<file path="src/rtl/mdio_bridge_pkg.sv">
package mdio_bridge_pkg;

  typedef struct packed {
    logic        done;
    logic        ta_err;
    logic [1:0]  st;
    logic [1:0]  op;
    logic [4:0]  phy;
    logic [4:0]  regad;
    logic [15:0] data;
  } mdio_cmd_t;

  localparam logic [1:0] OP_WRITE  = 2'b01;
  localparam logic [1:0] OP_READ   = 2'b11;
  localparam logic [1:0] TA_DRIVEN = 2'b10;

endpackage

</file>
<file path="src/rtl/mdio_mdc_gen.sv">
module mdio_mdc_gen #(
  parameter int MDC_DIV = 4
) (
  input  logic clk,
  input  logic rst_n,
  input  logic run,
  output logic mdc,
  output logic rise_evt,
  output logic fall_evt
);
  localparam int HALF = MDC_DIV / 2;
  localparam int CW   = (HALF > 1) ? $clog2(HALF) : 1;

  logic [CW-1:0] cnt;
  logic          wrap;

  assign wrap     = run && (cnt == CW'(HALF - 1));
  assign rise_evt = wrap && !mdc;
  assign fall_evt = wrap && mdc;

  always_ff @(posedge clk) begin
    if (!rst_n) begin
      cnt <= '0;
      mdc <= 1'b0;
    end else if (!run) begin
      cnt <= '0;
      mdc <= 1'b0;
    end else if (wrap) begin
      cnt <= '0;
      mdc <= ~mdc;
    end else begin
      cnt <= cnt + 1'b1;
    end
  end

  // the clock parks low whenever no frame is running
  a_r5_mdc_parks_low: assert property (@(posedge clk) disable iff (!rst_n)
    !run |=> !mdc);

endmodule

</file>
<file path="src/rtl/mdio_frame_engine.sv">
module mdio_frame_engine
  import mdio_bridge_pkg::*;
#(
  parameter int PREAMBLE_BITS = 32
) (
  input  logic        clk,
  input  logic        rst_n,
  input  logic        start,
  input  logic [29:0] body,
  input  logic        rise_evt,
  input  logic        fall_evt,
  input  logic        mdio_i,
  output logic        busy,
  output logic        mdio_o,
  output logic        mdio_oe,
  output logic        finish,
  output logic        ta_bad,
  output logic [15:0] rd_data
);
  localparam int FRAME      = PREAMBLE_BITS + 32;
  localparam int IW         = $clog2(FRAME);
  localparam int TA_FIRST   = PREAMBLE_BITS + 14;
  localparam int TA_SECOND  = PREAMBLE_BITS + 15;
  localparam int DATA_FIRST = PREAMBLE_BITS + 16;
  localparam int LAST       = FRAME - 1;

  logic [FRAME-1:0] shreg;
  logic [FRAME-1:0] frame_word;
  logic [IW-1:0]    idx;
  logic             is_rd;

  assign frame_word = {{PREAMBLE_BITS{1'b1}}, body[29:16], TA_DRIVEN, body[15:0]};
  assign mdio_o     = shreg[FRAME-1];
  assign finish     = busy && fall_evt && (idx == IW'(LAST));

  always_ff @(posedge clk) begin
    if (!rst_n) begin
      busy    <= 1'b0;
      shreg   <= '0;
      idx     <= '0;
      is_rd   <= 1'b0;
      mdio_oe <= 1'b0;
      ta_bad  <= 1'b0;
      rd_data <= '0;
    end else if (start && !busy) begin
      busy    <= 1'b1;
      shreg   <= frame_word;
      idx     <= '0;
      is_rd   <= (body[27:26] == OP_READ);
      mdio_oe <= 1'b1;
      ta_bad  <= 1'b0;
      rd_data <= '0;
    end else if (busy) begin
      if (fall_evt) begin
        if (idx == IW'(LAST)) begin
          busy    <= 1'b0;
          mdio_oe <= 1'b0;
        end else begin
          idx   <= idx + 1'b1;
          shreg <= {shreg[FRAME-2:0], 1'b0};
          if (is_rd && (idx == IW'(TA_FIRST - 1)))
            mdio_oe <= 1'b0;
        end
      end
      if (rise_evt && is_rd) begin
        if (idx == IW'(TA_SECOND))
          ta_bad <= mdio_i;
        if (idx >= IW'(DATA_FIRST))
          rd_data <= {rd_data[14:0], mdio_i};
      end
    end
  end

  // a read frame never drives the line after turnaround begins
  a_r6_release_on_read: assert property (@(posedge clk) disable iff (!rst_n)
    (busy && is_rd && idx >= IW'(TA_FIRST)) |-> !mdio_oe);
  // a write frame keeps the line driven for its whole length
  a_r4_write_driven: assert property (@(posedge clk) disable iff (!rst_n)
    (busy && !is_rd) |-> mdio_oe);
  // inside a frame the output moves only with a falling MDC step
  a_r5_change_on_fall: assert property (@(posedge clk) disable iff (!rst_n)
    (busy && $past(busy) && !$stable(mdio_o)) |-> $past(fall_evt));

endmodule

</file>
<file path="src/rtl/mdio_cmd_bridge.sv">
module mdio_cmd_bridge
  import mdio_bridge_pkg::*;
#(
  parameter int MDC_DIV       = 4,
  parameter int PREAMBLE_BITS = 32
) (
  input  logic        clk,
  input  logic        rst_n,
  input  logic        reg_wr_en,
  input  logic [31:0] reg_wr_data,
  output logic [31:0] reg_rd_data,
  output logic        mdc,
  output logic        mdio_o,
  output logic        mdio_oe,
  input  logic        mdio_i
);
  mdio_cmd_t   cmd_q;
  logic        busy;
  logic        accept;
  logic        finish;
  logic        ta_bad;
  logic [15:0] rd_data;
  logic        rise_evt;
  logic        fall_evt;

  assign accept      = reg_wr_en && !busy;
  assign reg_rd_data = cmd_q;

  always_ff @(posedge clk) begin
    if (!rst_n) begin
      cmd_q <= '0;
    end else if (accept) begin
      cmd_q        <= mdio_cmd_t'(reg_wr_data);
      cmd_q.done   <= 1'b0;
      cmd_q.ta_err <= 1'b0;
    end else if (finish) begin
      cmd_q.done   <= 1'b1;
      cmd_q.ta_err <= ta_bad;
      if (cmd_q.op == OP_READ)
        cmd_q.data <= rd_data;
    end
  end

  mdio_mdc_gen #(.MDC_DIV(MDC_DIV)) u_mdc (
    .clk      (clk),
    .rst_n    (rst_n),
    .run      (busy),
    .mdc      (mdc),
    .rise_evt (rise_evt),
    .fall_evt (fall_evt)
  );

  mdio_frame_engine #(.PREAMBLE_BITS(PREAMBLE_BITS)) u_engine (
    .clk      (clk),
    .rst_n    (rst_n),
    .start    (accept),
    .body     (reg_wr_data[29:0]),
    .rise_evt (rise_evt),
    .fall_evt (fall_evt),
    .mdio_i   (mdio_i),
    .busy     (busy),
    .mdio_o   (mdio_o),
    .mdio_oe  (mdio_oe),
    .finish   (finish),
    .ta_bad   (ta_bad),
    .rd_data  (rd_data)
  );

  // an accepted command clears both status flags one cycle later
  a_r3_flags_clear: assert property (@(posedge clk) disable iff (!rst_n)
    accept |=> (reg_rd_data[31:30] == 2'b00));
  // a strobe during a frame leaves the register untouched
  a_r8_busy_drop: assert property (@(posedge clk) disable iff (!rst_n)
    (busy && !finish && reg_wr_en) |=> $stable(reg_rd_data));
  // a turnaround error can only follow a read opcode
  a_r7_err_on_read: assert property (@(posedge clk) disable iff (!rst_n)
    reg_rd_data[30] |-> (reg_rd_data[27:26] == OP_READ));
  // completion implies the bus is released and idle
  a_r10_done_idle: assert property (@(posedge clk) disable iff (!rst_n)
    reg_rd_data[31] |-> (!busy && !mdio_oe && !mdc));

endmodule

</file>
<file path="config.mk">
export PLATFORM = sky130hd
export DESIGN_NAME = mdio_cmd_bridge
export DESIGN_NICKNAME = d
export VERILOG_FILES = /design/src/rtl/mdio_bridge_pkg.sv /design/src/rtl/mdio_mdc_gen.sv /design/src/rtl/mdio_frame_engine.sv /design/src/rtl/mdio_cmd_bridge.sv
export SDC_FILE = /design/constraint.sdc
export NUM_CORES = 1
export LEC_CHECK = 0
export CAP_MARGIN = 0
export CORE_MARGIN = 3
export CORE_UTILIZATION = 58
export DETAILED_ROUTE_END_ITERATION = 12
export PLACE_DENSITY = 0.84
export SLEW_MARGIN = 20
export SYNTH_ARGS = -nofsm -noshare
export SYNTH_HDL_FRONTEND = slang
export SYNTH_SLANG_ARGS = --single-unit
</file>
<file path="constraint.sdc">
create_clock -name clk -period 4.7 [get_ports clk]
set_input_delay 0.94 -clock clk [delete_from_list [all_inputs] [get_ports clk]]
set_output_delay 0.94 -clock clk [all_outputs]
set_load 0.005 [all_outputs]
</file>
==> flow_metrics.py, run 1 <==
metrics = {
    "outcome": {
        "status": "finished, final reports clean",
    },
    "floorplan": {
        "die_area_um2": 9550,
        "start_util_pct": 61.5,
        "dieHeight_um": 97.7,
        "num_rows": 32,
        "ios": 71,
        "coreArea_um2": 7930,
        "die_w_um": 97.7,
    },
    "cts": {
        "clkSinkCount": 124,
        "clockBufferDepth": 2,
        "post_cts_buffers": 0,
        "cts_tree": "built",
        "hold_buffers": 0,
        "cts-root-buf": "clkbuf_8",
        "clk_pin_slew_ns": 0.06,
        "clock_latency_ns": 0.51,
        "cts_buffers": 17,
        "cts_repair_resize_count": 0,
        "ctsHtreeMaxLevel": 4,
    },
    "timing": {
        "tightest_slew_ns": 0.986,
        "rsz0062_at_grt": "no",
        "setup_violations": 0,
        "min_period_ns": 2.42,
        "relSlewSlack_pct": 34.1,
        "tns_ns": 0,
        "clock_skew_ns": 0.00777,
        "final_max_slew_viol_count": 0,
        "hold_viol": 0,
        "max_freq_mhz": 413,
        "period_share_pct": 51.5,
    },
    "route": {
        "drt-initial-drc-count": 271,
        "routed_wl_mm": 11.7,
        "wl_met1_mm": 5.10,
        "drt-pass1-iter-count": 4,
        "top_layer_used": "met4",
        "wl_met3_um": 522,
        "met2_length_mm": 5.87,
        "via_count": 4103,
        "postRouteAntennaNets": 0,
        "drc_errors": 0,
        "via_per_inst": 5.88,
        "wl_per_cell_um": 16.7,
    },
    "grt": {
        "overflow": 0,
        "antenna_found_initial": 0,
        "grt_pass1_wl_mm": 19.3,
        "grtUsageTotal_pct": 24.6,
        "grt_pass1_vias": 3982,
        "grt_max_degree": 64,
    },
    "synth": {
        "synthesis.area_um2": 4880,
        "avgSynthCellArea_um2": 9.14,
        "synthAdderAreaFrac_pct": 0.513,
        "yosys_warnings": 0,
        "synth_xor_area_share_pct": 0.898,
        "yosys.area_share.simple_pct": 17.9,
        "synth_nets": 572,
        "synth_cell_types": 38,
        "synth-seq-cells": 124,
        "synth_top_family_by_area": "compound AO/OA/AOI/OAI gates",
        "synth_compound_area_share_pct": 21.2,
        "synth_mux_area_share_pct": 3.69,
        "postSynthCellCount": 534,
        "seq_area_frac_synth_pct": 50.9,
    },
    "worst_setup_path": {
        "path_cells": "clkdlybuf4s50_1, nor2b_4, buf_4, nand2_1, a21oi_1",
        "end_kind": "flip-flop",
        "crit_required_ns": 5.12,
        "start_kind": "input pin",
        "path_buf_inv": 2,
        "critPathMaxFanout": 37,
        "cp_slowest_cell": "nor2b_4",
        "cp_top_family": "buffers and inverters",
        "critPathKind": "in2reg",
        "arrival_ns": 2.84,
        "crit_path_max_incr_delay_ns": 0.70,
    },
    "layout": {
        "final_nets": 621,
        "area_growth_pct": 25.0,
        "stdcell_count": 698,
        "fill_cells": 538,
        "drive_gt1_share_pct": 9.73,
        "layout_commonest_cell": "dfxtp_1",
        "layout_common_cells": "124 x dfxtp_1, 97 x nand2_1, 68 x clkdlybuf4s50_1",
        "diodes": 0,
    },
    "power_and_ir_drop": {
        "p_int_mw": 2.01,
        "switching_share_pct": 24.0,
        "peakVddDrop_mv": 0.281,
        "p_clk_share_pct": 47.3,
        "p_per_area_nw_per_um2": 433,
        "power_frac_comb_pct": 8.9,
        "power.leakage_nw": 2.20,
        "switching_power_mw": 0.634,
        "seq_power_share_pct": 43.8,
    },
    "placed_design": {
        "hpwl_mm": 6.90,
        "io_buffers": 68,
        "dp_cells": 666,
        "gp_congestion": 0.833,
    },
    "flow_run": {
        "drv_cap": 0,
    },
    "min_path": {
        "min_path_type": "reg2reg",
    },
}
==> synthesized netlist by cell type <==
library cell | number | area share (%)
dfxtp_1 | 124 | 51
nand2_1 | 98 | 7.5
a21oi_1 | 53 | 5.4
nand3_1 | 34 | 3.5
a31oi_1 | 28 | 3.6
nor2_1 | 27 | 2.1
clkbuf_1 | 20 | 1.5
a2bb2oi_1 | 19 | 3.4
mux2i_1 | 18 | 3.7
o31ai_1 | 16 | 2.5
buf_2 | 14 | 1.4
and2_1 | 11 | 1.4
a2bb2oi_2 | 10 | 3.1
nor3_1 | 8 | 0.82
buf_4 | 7 | 1.1
a21boi_0 | 5 | 0.77
a21boi_1 | 5 | 0.77
and3_1 | 4 | 0.51
inv_1 | 4 | 0.31
xnor2_1 | 4 | 0.72
a211oi_1 | 2 | 0.31
buf_1 | 2 | 0.15
buf_6 | 2 | 0.46
ha_1 | 2 | 0.51
nand4_1 | 2 | 0.26
o21ai_0 | 2 | 0.21
o21ai_4 | 2 | 0.67
a21oi_4 | 1 | 0.33
and4_1 | 1 | 0.18
and4b_1 | 1 | 0.21
nand2b_1 | 1 | 0.13
nand3_2 | 1 | 0.21
nand4_4 | 1 | 0.44
nor2b_1 | 1 | 0.13
nor3_4 | 1 | 0.33
nor4_1 | 1 | 0.13
o211ai_1 | 1 | 0.15
xor2_1 | 1 | 0.18
==> flip-flops by register name (all words and copies together), names as in the netlist <==
signal	flops
u_engine.shreg	64
reg_rd_data	32
u_engine.rd_data	16
u_engine.idx	6
u_engine.busy	1
u_engine.is_rd	1
u_engine.mdio_oe	1
u_engine.ta_bad	1
u_mdc.cnt	1
u_mdc.mdc	1
==> final timing paths <==
check / start / to / slack (ns) / cells past startpoint
worst max-delay path: reg_wr_en / u_engine.shreg[0] / 2.28 / 5
worst min-delay path: reg_rd_data[16] / reg_rd_data[16] / 0.45 / 2
worst max register to register: u_engine.idx[0] / u_engine.shreg[55] / 2.36 / 6
worst min register to register: reg_rd_data[16] / reg_rd_data[16] / 0.45 / 2
==> layer usage <==
layer	vias up	global-route usage [%]
li1	1981	-
met1	1983	30.6
met2	120	41.0
met3	19	7.32
met4	0	7.99
met5	-	0
==> final cells by class <==
| class | count | area, um2 | share of cell area [%] |
|---|---|---|---|
| flip-flops and latches | 124 | 2480 | 40.7 |
| clock inverters | 14 | 146 | 2.40 |
| multi-input cells | 361 | 2170 | 35.5 |
| inverters | 4 | 15.0 | 0.246 |
| clock buffers | 18 | 428 | 7.02 |
| well taps | 102 | 128 | 2.09 |
| repair buffers | 75 | 733 | 12.0 |
==> worst reg2reg max path, stage by stage, from the launching register on <==
cell	delay, ns
dfxtp_1	0.43
ha_1	0.33
nand4_4	0.18
o21ai_4	0.15
buf_4	0.37
nand2_2	0.48
a2bb2oi_2	0.28
==> cell families after synthesis <==
family | count (synthesis)
AO/OA/AOI/OAI | 144
adder cells (fa/ha/maj) | 2
buffers and inverters | 49
XOR/XNOR | 5
multiplexers | 18
flip-flops | 124
AND/OR/NAND/NOR | 192
==> per-stage QoR <==
stage	cell area, um2	power [mW]	utilization, %	hold slack [ns]	setup slack, ns
final	6100	2.64	76.9	0.455	2.28
after global placement	5520	1.40	69.6	0.439	1.86
after CTS	6100	2.65	76.9	0.456	2.03
after detailed placement	5520	1.41	69.6	0.445	1.82
after global routing	6100	2.73	76.9	0.478	2.18
after floorplan	4880	1.31	-	0.431	2.73
==> power by group through the flow <==
stage,Combinational [mW],Clock (mW),Sequential [mW]
after floorplan,0.142,0,1.17
after global placement,0.229,0,1.17
after detailed placement,0.235,0,1.18
after CTS,0.238,1.26,1.16
after global routing,0.258,1.31,1.16
final,0.236,1.25,1.16
(Power assumes the default switching activity.)
==> run 2: changes to the inputs <==
--- a/config.mk
+++ b/config.mk
@@ -7,9 +7,9 @@
 export LEC_CHECK = 0
 export CAP_MARGIN = 0
 export CORE_MARGIN = 3
-export CORE_UTILIZATION = 58
+export CORE_UTILIZATION = 49
 export DETAILED_ROUTE_END_ITERATION = 12
-export PLACE_DENSITY = 0.84
+export PLACE_DENSITY = 0.76
 export SLEW_MARGIN = 20
 export SYNTH_ARGS = -nofsm -noshare
 export SYNTH_HDL_FRONTEND = slang
==> constraint.sdc (replaced) <==
create_clock -name clk -period 1.9 [get_ports clk]
set_input_delay 0.38 -clock clk [delete_from_list [all_inputs] [get_ports clk]]
set_output_delay 0.38 -clock clk [all_outputs]
set_load 0.005 [all_outputs]
==> run 2 against run 1 <==
First-iteration DRC count shrank 17%. Via count grew 1.6%. Non-clock buffer count grew 23.
==> flow_metrics.py, run 2 (synthesized netlist as in run 1, its figures left out) <==
metrics = {
    "flow_run": {
        "drv_cap": 0,
    },
    "cts": {
        "clkSinkCount": 124,
        "cts-root-buf": "clkbuf_8",
        "clockBufferDepth": 2,
        "clk_pin_slew_ns": 0.06,
        "cts_buffers": 17,
        "ctsHtreeMaxLevel": 4,
        "cts_tree": "built",
        "clock_latency_ns": 0.51,
    },
    "layout": {
        "stdcell_count": 747,
        "area_growth_pct": 31.7,
        "layout_common_cells": "123 x dfxtp_1, 98 x nand2_1, 68 x clkdlybuf4s50_1",
        "largest_reg_flops": 64,
        "drive_gt1_share_pct": 12.8,
        "largest_register": "u_engine.shreg",
        "diodes": 0,
        "layout_commonest_cell": "dfxtp_1",
        "fill_cells": 735,
        "final_nets": 644,
    },
    "route": {
        "drc_errors": 0,
        "postRouteAntennaNets": 0,
        "via_per_inst": 5.58,
        "via_count": 4169,
        "wl_per_cell_um": 16.3,
        "drt-initial-drc-count": 226,
        "routed_wl_mm": 12.1,
        "drt-pass1-iter-count": 5,
    },
    "worst_setup_path": {
        "path_cells": "ha_2, nand4_4, o21ai_4, buf_4, nand3_1, a31oi_1",
        "crit_required_ns": 2.33,
        "path_buf_inv": 1,
        "cp_top_family": "compound AO/OA/AOI/OAI gates",
        "crit_path_max_incr_delay_ns": 0.42,
        "cp_slowest_cell": "dfxtp_1",
        "arrival_ns": 2.26,
        "critPathKind": "reg2reg",
        "end_kind": "flip-flop",
        "start_kind": "flip-flop",
        "critPathMaxFanout": 14,
    },
    "floorplan": {
        "num_rows": 35,
        "start_util_pct": 51.6,
        "ios": 71,
        "die_w_um": 106,
        "dieHeight_um": 106,
        "coreArea_um2": 9460,
        "die_area_um2": 11200,
    },
    "timing": {
        "relSlewSlack_pct": 77.0,
        "hold_viol": 0,
        "clock_skew_ns": 0.00679,
        "period_share_pct": 96.6,
        "tightest_slew_ns": 0.345,
        "worst_slack_ns": 0.0645,
        "final_max_slew_viol_count": 0,
        "min_period_ns": 1.84,
        "setup_violations": 0,
        "max_freq_mhz": 545,
    },
    "grt": {
        "grt_pass1_wl_mm": 20.3,
        "grt_pass1_vias": 4184,
        "overflow": 0,
        "grt-busiest-layer": "met2",
        "use_met2_pct": 36.5,
        "antenna_found_initial": 0,
        "grtUsageTotal_pct": 22.3,
        "grt_use_met1_pct": 28.5,
        "grt_max_degree": 31,
        "grt_use_met3_pct": 5.51,
    },
    "power_and_ir_drop": {
        "seq_power_share_pct": 42.2,
        "power.leakage_nw": 2.36,
        "power_frac_comb_pct": 9.6,
        "p_int_mw": 5.28,
        "peakVddDrop_mv": 0.551,
        "switching_power_mw": 1.49,
        "p_clk_share_pct": 48.2,
        "p_per_area_nw_per_um2": 1050,
        "switching_share_pct": 22.0,
    },
    "placed_design": {
        "gp_congestion": 0.816,
        "dp_cells": 714,
        "dp_slack_ns": 0.0484,
        "io_buffers": 68,
        "hpwl_mm": 7.58,
    },
    "min_path": {
        "min_path_type": "reg2reg",
    },
    "outcome": {
        "status": "finished, final reports clean",
    },
}
-- run 2: cell count changes in the layout (fill, tap and decap cells not counted), moves of 2 or more --
cell | previous run | this run
clkbuf_1 | 0 | 3
buf_4 | 7 | 22
clkbuf_8 | 2 | 6
clkinvlp_4 | 6 | 1
clkinv_4 | 2 | 0
buf_12 | 0 | 7
-- run 2: tightest hold or removal path: cells and delay by family (launching register included) --
| family | cells | cell delay [ns] |
|---|---|---|
| compound gates | 1 | 0.05 |
| flops | 1 | 0.31 |
| simple gates | 1 | 0.05 |
-- run 2: timing repair --
item                                    CTS  global route
endpoints found under the setup margin    1            75
gates resized for setup                   1             3
gates cloned                              0             0
hold buffers                              0             0
buffers inserted                          0             2
pin swaps                                 0             1
-- run 2: worst paths after layout --
path,start,to,slack [ns],cells after the start
setup / recovery,u_engine.idx[1],u_engine.shreg[24],0.06,6
hold / removal,u_engine.shreg[39],u_engine.shreg[40],0.45,2
setup reg to reg,u_engine.idx[1],u_engine.shreg[24],0.06,6
hold reg to reg,u_engine.shreg[39],u_engine.shreg[40],0.45,2
-- run 2: cell type report --
class,instances,area (um2),area share [%]
clock inverters,6,108,1.67
well taps,129,161,2.51
repair buffers,98,997,15.5
clock buffers,25,494,7.69
flip-flops and latches,124,2480,38.6
inverters,4,15.0,0.234
multi-input cells,361,2170,33.7
-- run 2: metal layers --
layer,part of all wire [%],vias up
met4,1.8,0
met1,44,1999
li1,-,2024
met2,49,128
met3,5.3,18
met5,0,-
-- run 2: power groups by stage --
stage          Sequential [mW]  Clock (mW)  Combinational [mW]
6_report                  2.86        3.26               0.650
4_1_cts                   2.86        3.31               0.651
5_1_grt                   2.87        3.40               0.705
3_5_place_dp              2.90           0               0.641
3_3_place_gp              2.90           0               0.624
2_1_floorplan             2.89           0               0.352
-- run 2: through the flow --
| stage | power, mW | hold slack, ns | TNS, ns | instance area, um2 | util, % |
|---|---|---|---|---|---|
| finish | 6.77 | 0.452 | 0 | 6430 | 67.9 |
| global route | 6.98 | 0.451 | -0.0157 | 6430 | 67.9 |
| CTS | 6.81 | 0.429 | 0 | 6400 | 67.7 |
| detailed placement | 3.54 | 0.446 | 0 | 5800 | 61.3 |
| global placement | 3.52 | 0.439 | 0 | 5800 | 61.3 |
| floorplan | 3.24 | 0.431 | 0 | 4880 | - |
